[src/rtl/burst_sram_pkg.sv]
package burst_sram_pkg;
   typedef enum logic [1:0] {
      OP_IDLE  = 2'd0,
      OP_READ  = 2'd1,
      OP_WRITE = 2'd2
   } op_e;
endpackage

[src/rtl/burst_sram_ctrl.sv]
module burst_sram_ctrl
   import burst_sram_pkg::*;
#(
   parameter int ADDR_W  = 6,
   parameter int BURST_W = 2
) (
   input  logic              clk,
   input  logic              rst_n,
   input  logic              sleep,
   input  logic              clk_en_n,
   input  logic              adv_ld,
   input  logic              sel_a_n,
   input  logic              sel_b,
   input  logic              sel_c_n,
   input  logic              we_n,
   input  logic [ADDR_W-1:0] addr,
   output op_e               op_q,
   output logic [ADDR_W-1:0] addr_q,
   output logic              wr_fire,
   output logic [ADDR_W-1:0] wr_addr
);
   localparam int HI_W = ADDR_W - BURST_W;

   if (BURST_W < 1 || HI_W < 1) begin : g_bad_width
      $error("burst_sram_ctrl: ADDR_W must exceed BURST_W, BURST_W >= 1");
   end

   logic              live;
   logic              picked;
   op_e               op_d;
   logic [ADDR_W-1:0] addr_d;
   logic [ADDR_W-1:0] addr_step;

   assign live      = !sleep && !clk_en_n;
   assign picked    = !sel_a_n && sel_b && !sel_c_n;
   assign addr_step = {addr_q[ADDR_W-1:BURST_W], addr_q[BURST_W-1:0] + 1'b1};

   always_comb begin
      op_d   = op_q;
      addr_d = addr_q;
      if (!adv_ld) begin
         if (picked) begin
            op_d   = we_n ? OP_READ : OP_WRITE;
            addr_d = addr;
         end else begin
            op_d   = OP_IDLE;
         end
      end else if (op_q != OP_IDLE) begin
         addr_d = addr_step;
      end
   end

   always_ff @(posedge clk or negedge rst_n) begin
      if (!rst_n) begin
         op_q   <= OP_IDLE;
         addr_q <= '0;
      end else if (live) begin
         op_q   <= op_d;
         addr_q <= addr_d;
      end
   end

   assign wr_fire = live && (op_d == OP_WRITE);
   assign wr_addr = addr_d;

   AST_STALL_HOLD: assert property (@(posedge clk) disable iff (!rst_n)
      clk_en_n |=> $stable(op_q) && $stable(addr_q));
   AST_SLEEP_HOLD: assert property (@(posedge clk) disable iff (!rst_n)
      sleep |=> $stable(op_q) && $stable(addr_q));
   AST_START_LOAD: assert property (@(posedge clk) disable iff (!rst_n)
      (live && !adv_ld && !sel_a_n && sel_b && !sel_c_n)
      |=> addr_q == $past(addr) && op_q == ($past(we_n) ? OP_READ : OP_WRITE));
   AST_DESELECT: assert property (@(posedge clk) disable iff (!rst_n)
      (live && !adv_ld && !(!sel_a_n && sel_b && !sel_c_n)) |=> op_q == OP_IDLE);
   AST_BURST_STEP: assert property (@(posedge clk) disable iff (!rst_n)
      (live && adv_ld && op_q != OP_IDLE)
      |=> addr_q[BURST_W-1:0] == $past(addr_q[BURST_W-1:0]) + 1'b1
          && addr_q[ADDR_W-1:BURST_W] == $past(addr_q[ADDR_W-1:BURST_W]));
   AST_KIND_KEPT: assert property (@(posedge clk) disable iff (!rst_n)
      (live && adv_ld) |=> $stable(op_q));
endmodule

[src/rtl/burst_sram_lane.sv]
module burst_sram_lane #(
   parameter int ADDR_W = 6,
   parameter int LANE_W = 9
) (
   input  logic              clk,
   input  logic              rst_n,
   input  logic              wr_en,
   input  logic [ADDR_W-1:0] wr_addr,
   input  logic [LANE_W-1:0] wr_data,
   input  logic [ADDR_W-1:0] rd_addr,
   output logic [LANE_W-1:0] rd_data
);
   localparam int DEPTH = 1 << ADDR_W;

   if (LANE_W < 1 || ADDR_W < 1) begin : g_bad_size
      $error("burst_sram_lane: LANE_W and ADDR_W must be positive");
   end

   logic [LANE_W-1:0] cells [DEPTH];

   always_ff @(posedge clk or negedge rst_n) begin
      if (!rst_n) begin
         for (int i = 0; i < DEPTH; i++) cells[i] <= '0;
      end else if (wr_en) begin
         cells[wr_addr] <= wr_data;
      end
   end

   assign rd_data = cells[rd_addr];

   AST_LANE_STORED: assert property (@(posedge clk) disable iff (!rst_n)
      wr_en |=> cells[$past(wr_addr)] == $past(wr_data));
endmodule

[src/rtl/burst_sram.sv]
module burst_sram
   import burst_sram_pkg::*;
#(
   parameter int LANES   = 4,
   parameter int BYTE_W  = 8,
   parameter int PAR_W   = 1,
   parameter int ADDR_W  = 6,
   parameter int BURST_W = 2
) (
   input  logic                              clk,
   input  logic                              rst_n,
   input  logic                              sleep,
   input  logic                              clk_en_n,
   input  logic                              adv_ld,
   input  logic                              sel_a_n,
   input  logic                              sel_b,
   input  logic                              sel_c_n,
   input  logic                              we_n,
   input  logic [LANES-1:0]                  lane_wr_n,
   input  logic                              oe_n,
   input  logic [ADDR_W-1:0]                 addr,
   input  logic [LANES*(BYTE_W+PAR_W)-1:0]   din,
   output logic [LANES*(BYTE_W+PAR_W)-1:0]   dout,
   output logic                              dout_en
);
   localparam int LANE_W = BYTE_W + PAR_W;

   if (LANES < 1 || BYTE_W < 1 || PAR_W < 0) begin : g_bad_cfg
      $error("burst_sram: LANES and BYTE_W must be positive, PAR_W non-negative");
   end

   op_e               op_q;
   logic [ADDR_W-1:0] addr_q;
   logic              wr_fire;
   logic [ADDR_W-1:0] wr_addr;

   burst_sram_ctrl #(.ADDR_W(ADDR_W), .BURST_W(BURST_W)) u_ctrl (
      .clk      (clk),
      .rst_n    (rst_n),
      .sleep    (sleep),
      .clk_en_n (clk_en_n),
      .adv_ld   (adv_ld),
      .sel_a_n  (sel_a_n),
      .sel_b    (sel_b),
      .sel_c_n  (sel_c_n),
      .we_n     (we_n),
      .addr     (addr),
      .op_q     (op_q),
      .addr_q   (addr_q),
      .wr_fire  (wr_fire),
      .wr_addr  (wr_addr)
   );

   for (genvar g = 0; g < LANES; g++) begin : g_lane
      burst_sram_lane #(.ADDR_W(ADDR_W), .LANE_W(LANE_W)) u_lane (
         .clk     (clk),
         .rst_n   (rst_n),
         .wr_en   (wr_fire && !lane_wr_n[g]),
         .wr_addr (wr_addr),
         .wr_data (din[g*LANE_W +: LANE_W]),
         .rd_addr (addr_q),
         .rd_data (dout[g*LANE_W +: LANE_W])
      );
   end

   assign dout_en = !sleep && (op_q == OP_READ) && !oe_n;

   AST_NO_DRIVE_IN_WRITE: assert property (@(posedge clk) disable iff (!rst_n)
      (op_q == OP_WRITE) |-> !dout_en);
   AST_SLEEP_QUIET: assert property (@(posedge clk) disable iff (!rst_n)
      sleep |-> !dout_en);
   AST_IDLE_QUIET: assert property (@(posedge clk) disable iff (!rst_n)
      (op_q == OP_IDLE) |-> !dout_en);
endmodule

[config.mk]
export PLATFORM = sky130hd
export DESIGN_NAME = burst_sram
export DESIGN_NICKNAME = d
export VERILOG_FILES = /design/src/rtl/burst_sram_pkg.sv /design/src/rtl/burst_sram_ctrl.sv /design/src/rtl/burst_sram_lane.sv /design/src/rtl/burst_sram.sv
export SDC_FILE = /design/constraint.sdc
export NUM_CORES = 2
export LEC_CHECK = 0
export BUFFER_PORTS_ARGS = -buffer_cell sky130_fd_sc_hd__buf_4
export CAP_MARGIN = 30
export CORE_MARGIN = 2
export CORE_UTILIZATION = 47
export CTS_CLUSTER_SIZE = 10
export DETAILED_ROUTE_END_ITERATION = 12
export PLACE_DENSITY = 0.6
export SLEW_MARGIN = 0
export SYNTH_ARGS = -nofsm -noshare
export SYNTH_HDL_FRONTEND = slang
export SYNTH_SLANG_ARGS = --single-unit
[constraint.sdc]
create_clock -name clk -period 6.7 [get_ports clk]
set_input_delay 1.34 -clock clk [delete_from_list [all_inputs] [get_ports clk]]
set_output_delay 1.34 -clock clk [all_outputs]
set_load 0.02 [all_outputs]
==> flow_summary.ini <==
[grt]
grt_pass1_wl_microns = 444000
overflow = 0
grt_usage = 0.260
grt_max_degree = 180
antenna_found_initial = 17
grt_pass1_vias = 64300

[logic_synthesis]
synth_ff_type = dfrtp_1
synth_compound_area_frac = 0.0256
postSynthAreaPerCell_sq_um = 15.8
synth-simple-area-share = 0.0333
synthMuxAreaShare = 0.375
synth_cells = 6699
syn-cell-area_sq_um = 106000
synth_top_family_by_area = multiplexers
synth_edf_count = 0
syn_nets = 6755
ys_async_sr_fraction = 1.00
ys_seq_area_frac = 0.545
synth-seq-cells = 2312
synthAdderAreaFrac = 0
synthDistinctLibCells = 55
synth_warnings = 0
synthXorXnorAreaFrac = 0

[setup_path]
worstPathRequired_ps = 5360
rr_worst_depth = 9
critPathLaunchType = register
cp-startpoint = u_ctrl.addr_q[0]
crit_top_cell = buf_4
crit_path_max_incr_delay_ps = 1010
timing.rr.start = u_ctrl.addr_q[0]
setup.worst_path.end_class = primary output
crit_end = dout[17]
path_class = reg -> out
r2r_slack_ps = 2110
path_cells = buf_4 > buf_4 > mux4_2 > a221oi_1 > o22ai_1 > or2_2 > buf_4
crit_arrival_ps = 4940
worst_path_max_delay_cell = a221oi_1
cp_max_fo = 33
worstReg2RegEnd = g_lane[3].u_lane.cells[386]

[clock_tree]
post_cts_buffers = 0
root_buffer = clkbuf_16
postCtsHoldBufs = 0
clk_latency_ps = 900
cts_sinks = 2312
cts.repair.resized = 0
numCtsBuffers = 287
h-tree-depth = 5
cts_tree = yes
cts_buffer_depth = 4
clkTransAtPathRegs_ps = 60

[sta]
hold_viol = 0
rsz0062_at_grt = false
finalMaxSlewViolations = 0
fin_ws_ps = 422
final.setup_skew_ps = 41.1
fin_tns_setup_ps = 0
tightest_slew_ps = 1230
fmaxAchievable_ghz = 0.159
setup_viol = 0
min_period_ps = 6280
max_slew_margin = 0.180
finalCritPeriodShare = 0.937

[finish]
area_delta_synth_final_pct = 10.9
final_common_cell = dfrtp_1
fin_util = 0.524
fillCellCount = 18400
final-seq-area_sq_um = 57900
multi_input_area_sq_um = 46200
drive_gt1_frac = 0.546
layout_common_cells = 2,306 x dfrtp_1, 2,201 x mux2_2, 533 x mux4_2, 291 x clkbuf_16, 205 x buf_4
layout.nets = 6745

[drt]
first_pass_iters = 5
drtAntennaViolNets = 0
vias_per_cell = 6.19
drt_iter0_markers = 4218
wl_per_cell_microns = 30.3
drt_wl_total_microns = 296000
vias = 60300
drc = 0

[floorplanning]
std_cell_rows = 174
dieHeight_microns = 479
dieArea_sq_um = 230000
fp.dieW_microns = 479
start_util = 0.472
io_pins = 93
core_area_sq_um = 225000

[place]
placement.io_buffers = 92
pre_cts_ws_ps = 1400
hpwlAfterDp_microns = 185000
finalWeightedCongestion = 0.829

[power]
p_leak_nw = 56.0
powerDensity_nw_per_um2 = 265
vdd_drop_max_v = 0.000272

[status]
status = finished clean

[flow_run]
maxCapViolCount = 0

[hold_path]
min_path_type = in -> async
area by class of cell:
| type | instances | share of cell area |
|---|---|---|
| repair buffers | 240 | 0.0192 |
| diodes | 8 | 0.000170 |
| clock buffers | 339 | 0.0639 |
| well taps | 2992 | 0.0318 |
| inverters | 2 | 0.0000638 |
| clock inverters | 10 | 0.000670 |
| flip-flops and latches | 2312 | 0.492 |
| multi-input cells | 3846 | 0.393 |
flip-flops by register name, summed over array words and instances (netlist names):
register	cells
u_ctrl.addr_q	6
g_lane.u_lane.cells	2304
u_ctrl.op_q	2
cells in the mapped netlist (34+ instances only):
| master | instances | area [sq um] |
|---|---|---|
| buf_2 | 61 | 305 |
| mux2_2 | 2202 | 24800 |
| a22oi_1 | 133 | 998 |
| nand3_1 | 56 | 280 |
| o22ai_1 | 56 | 350 |
| mux2_4 | 135 | 2030 |
| a22o_1 | 38 | 333 |
| mux2_1 | 46 | 518 |
| a221oi_1 | 61 | 534 |
| mux2i_1 | 40 | 400 |
| dfrtp_1 | 2312 | 57900 |
| nand3b_1 | 42 | 315 |
| buf_1 | 110 | 413 |
| nor2_2 | 162 | 1010 |
| clkbuf_1 | 349 | 1310 |
| mux4_2 | 533 | 12000 |
| o21ai_0 | 34 | 170 |
logic make-up (layout without fill, tap and decap cells):
logic type	after synthesis	count (layout)
other	0	8
multiplexers	2961	2961
AND/OR/NAND/NOR	518	518
buffers and inverters	541	591
flip-flops	2312	2312
AO/OA/AOI/OAI	367	367
metal layers:
metal | wire length [microns] | GRT usage | up-vias | share of wire
met3 | 15100 | 0.0453 | 511 | 0.051
met1 | 132000 | 0.371 | 33200 | 0.45
met4 | 10200 | 0.0862 | 4 | 0.035
li1 | - | - | 25100 | -
met2 | 138000 | 0.404 | 1481 | 0.47
met5 | 22 | 0 | - | 0.000074
critical path: cells and delay by family, from the launching register on:
kind	cells	cell delay [ps]
flops	1	970
mux	1	540
buf+inv	3	890
compound gates	2	1200
simple gates	1	360
power breakdown:
group,total (mW),internal (mW),switching [mW]
registers,14.2,14.1,0.146
clock network,13.4,7.79,5.57
logic,3.56,0.999,2.56
worst min path at each step:
stage                                      from                           to  slack, ps  cells past startpoint
floorplan           g_lane[3].u_lane.cells[402]  g_lane[3].u_lane.cells[402]        460                      1
global placement    g_lane[3].u_lane.cells[402]  g_lane[3].u_lane.cells[402]        470                      1
detailed placement  g_lane[0].u_lane.cells[257]  g_lane[0].u_lane.cells[257]        480                      1
CTS                                       rst_n  g_lane[0].u_lane.cells[377]        380                      1
global route                              rst_n  g_lane[2].u_lane.cells[367]        410                      1
finish                                    rst_n  g_lane[2].u_lane.cells[385]        410                      1
stage by stage:
step / cell area [sq um] / cells / hold WS, ps / total power, mW
2_1_floorplan: 106000 / 6699 / 459 / 16.2
3_3_place_gp: 110000 / 9386 / 468 / 18.0
3_5_place_dp: 110000 / 9391 / 476 / 18.1
4_1_cts: 118000 / 9740 / 376 / 31.5
5_1_grt: 118000 / 9748 / 407 / 32.2
6_report: 118000 / 9749 / 407 / 31.1
No activity file was read; power rests on OpenSTA's default activity.
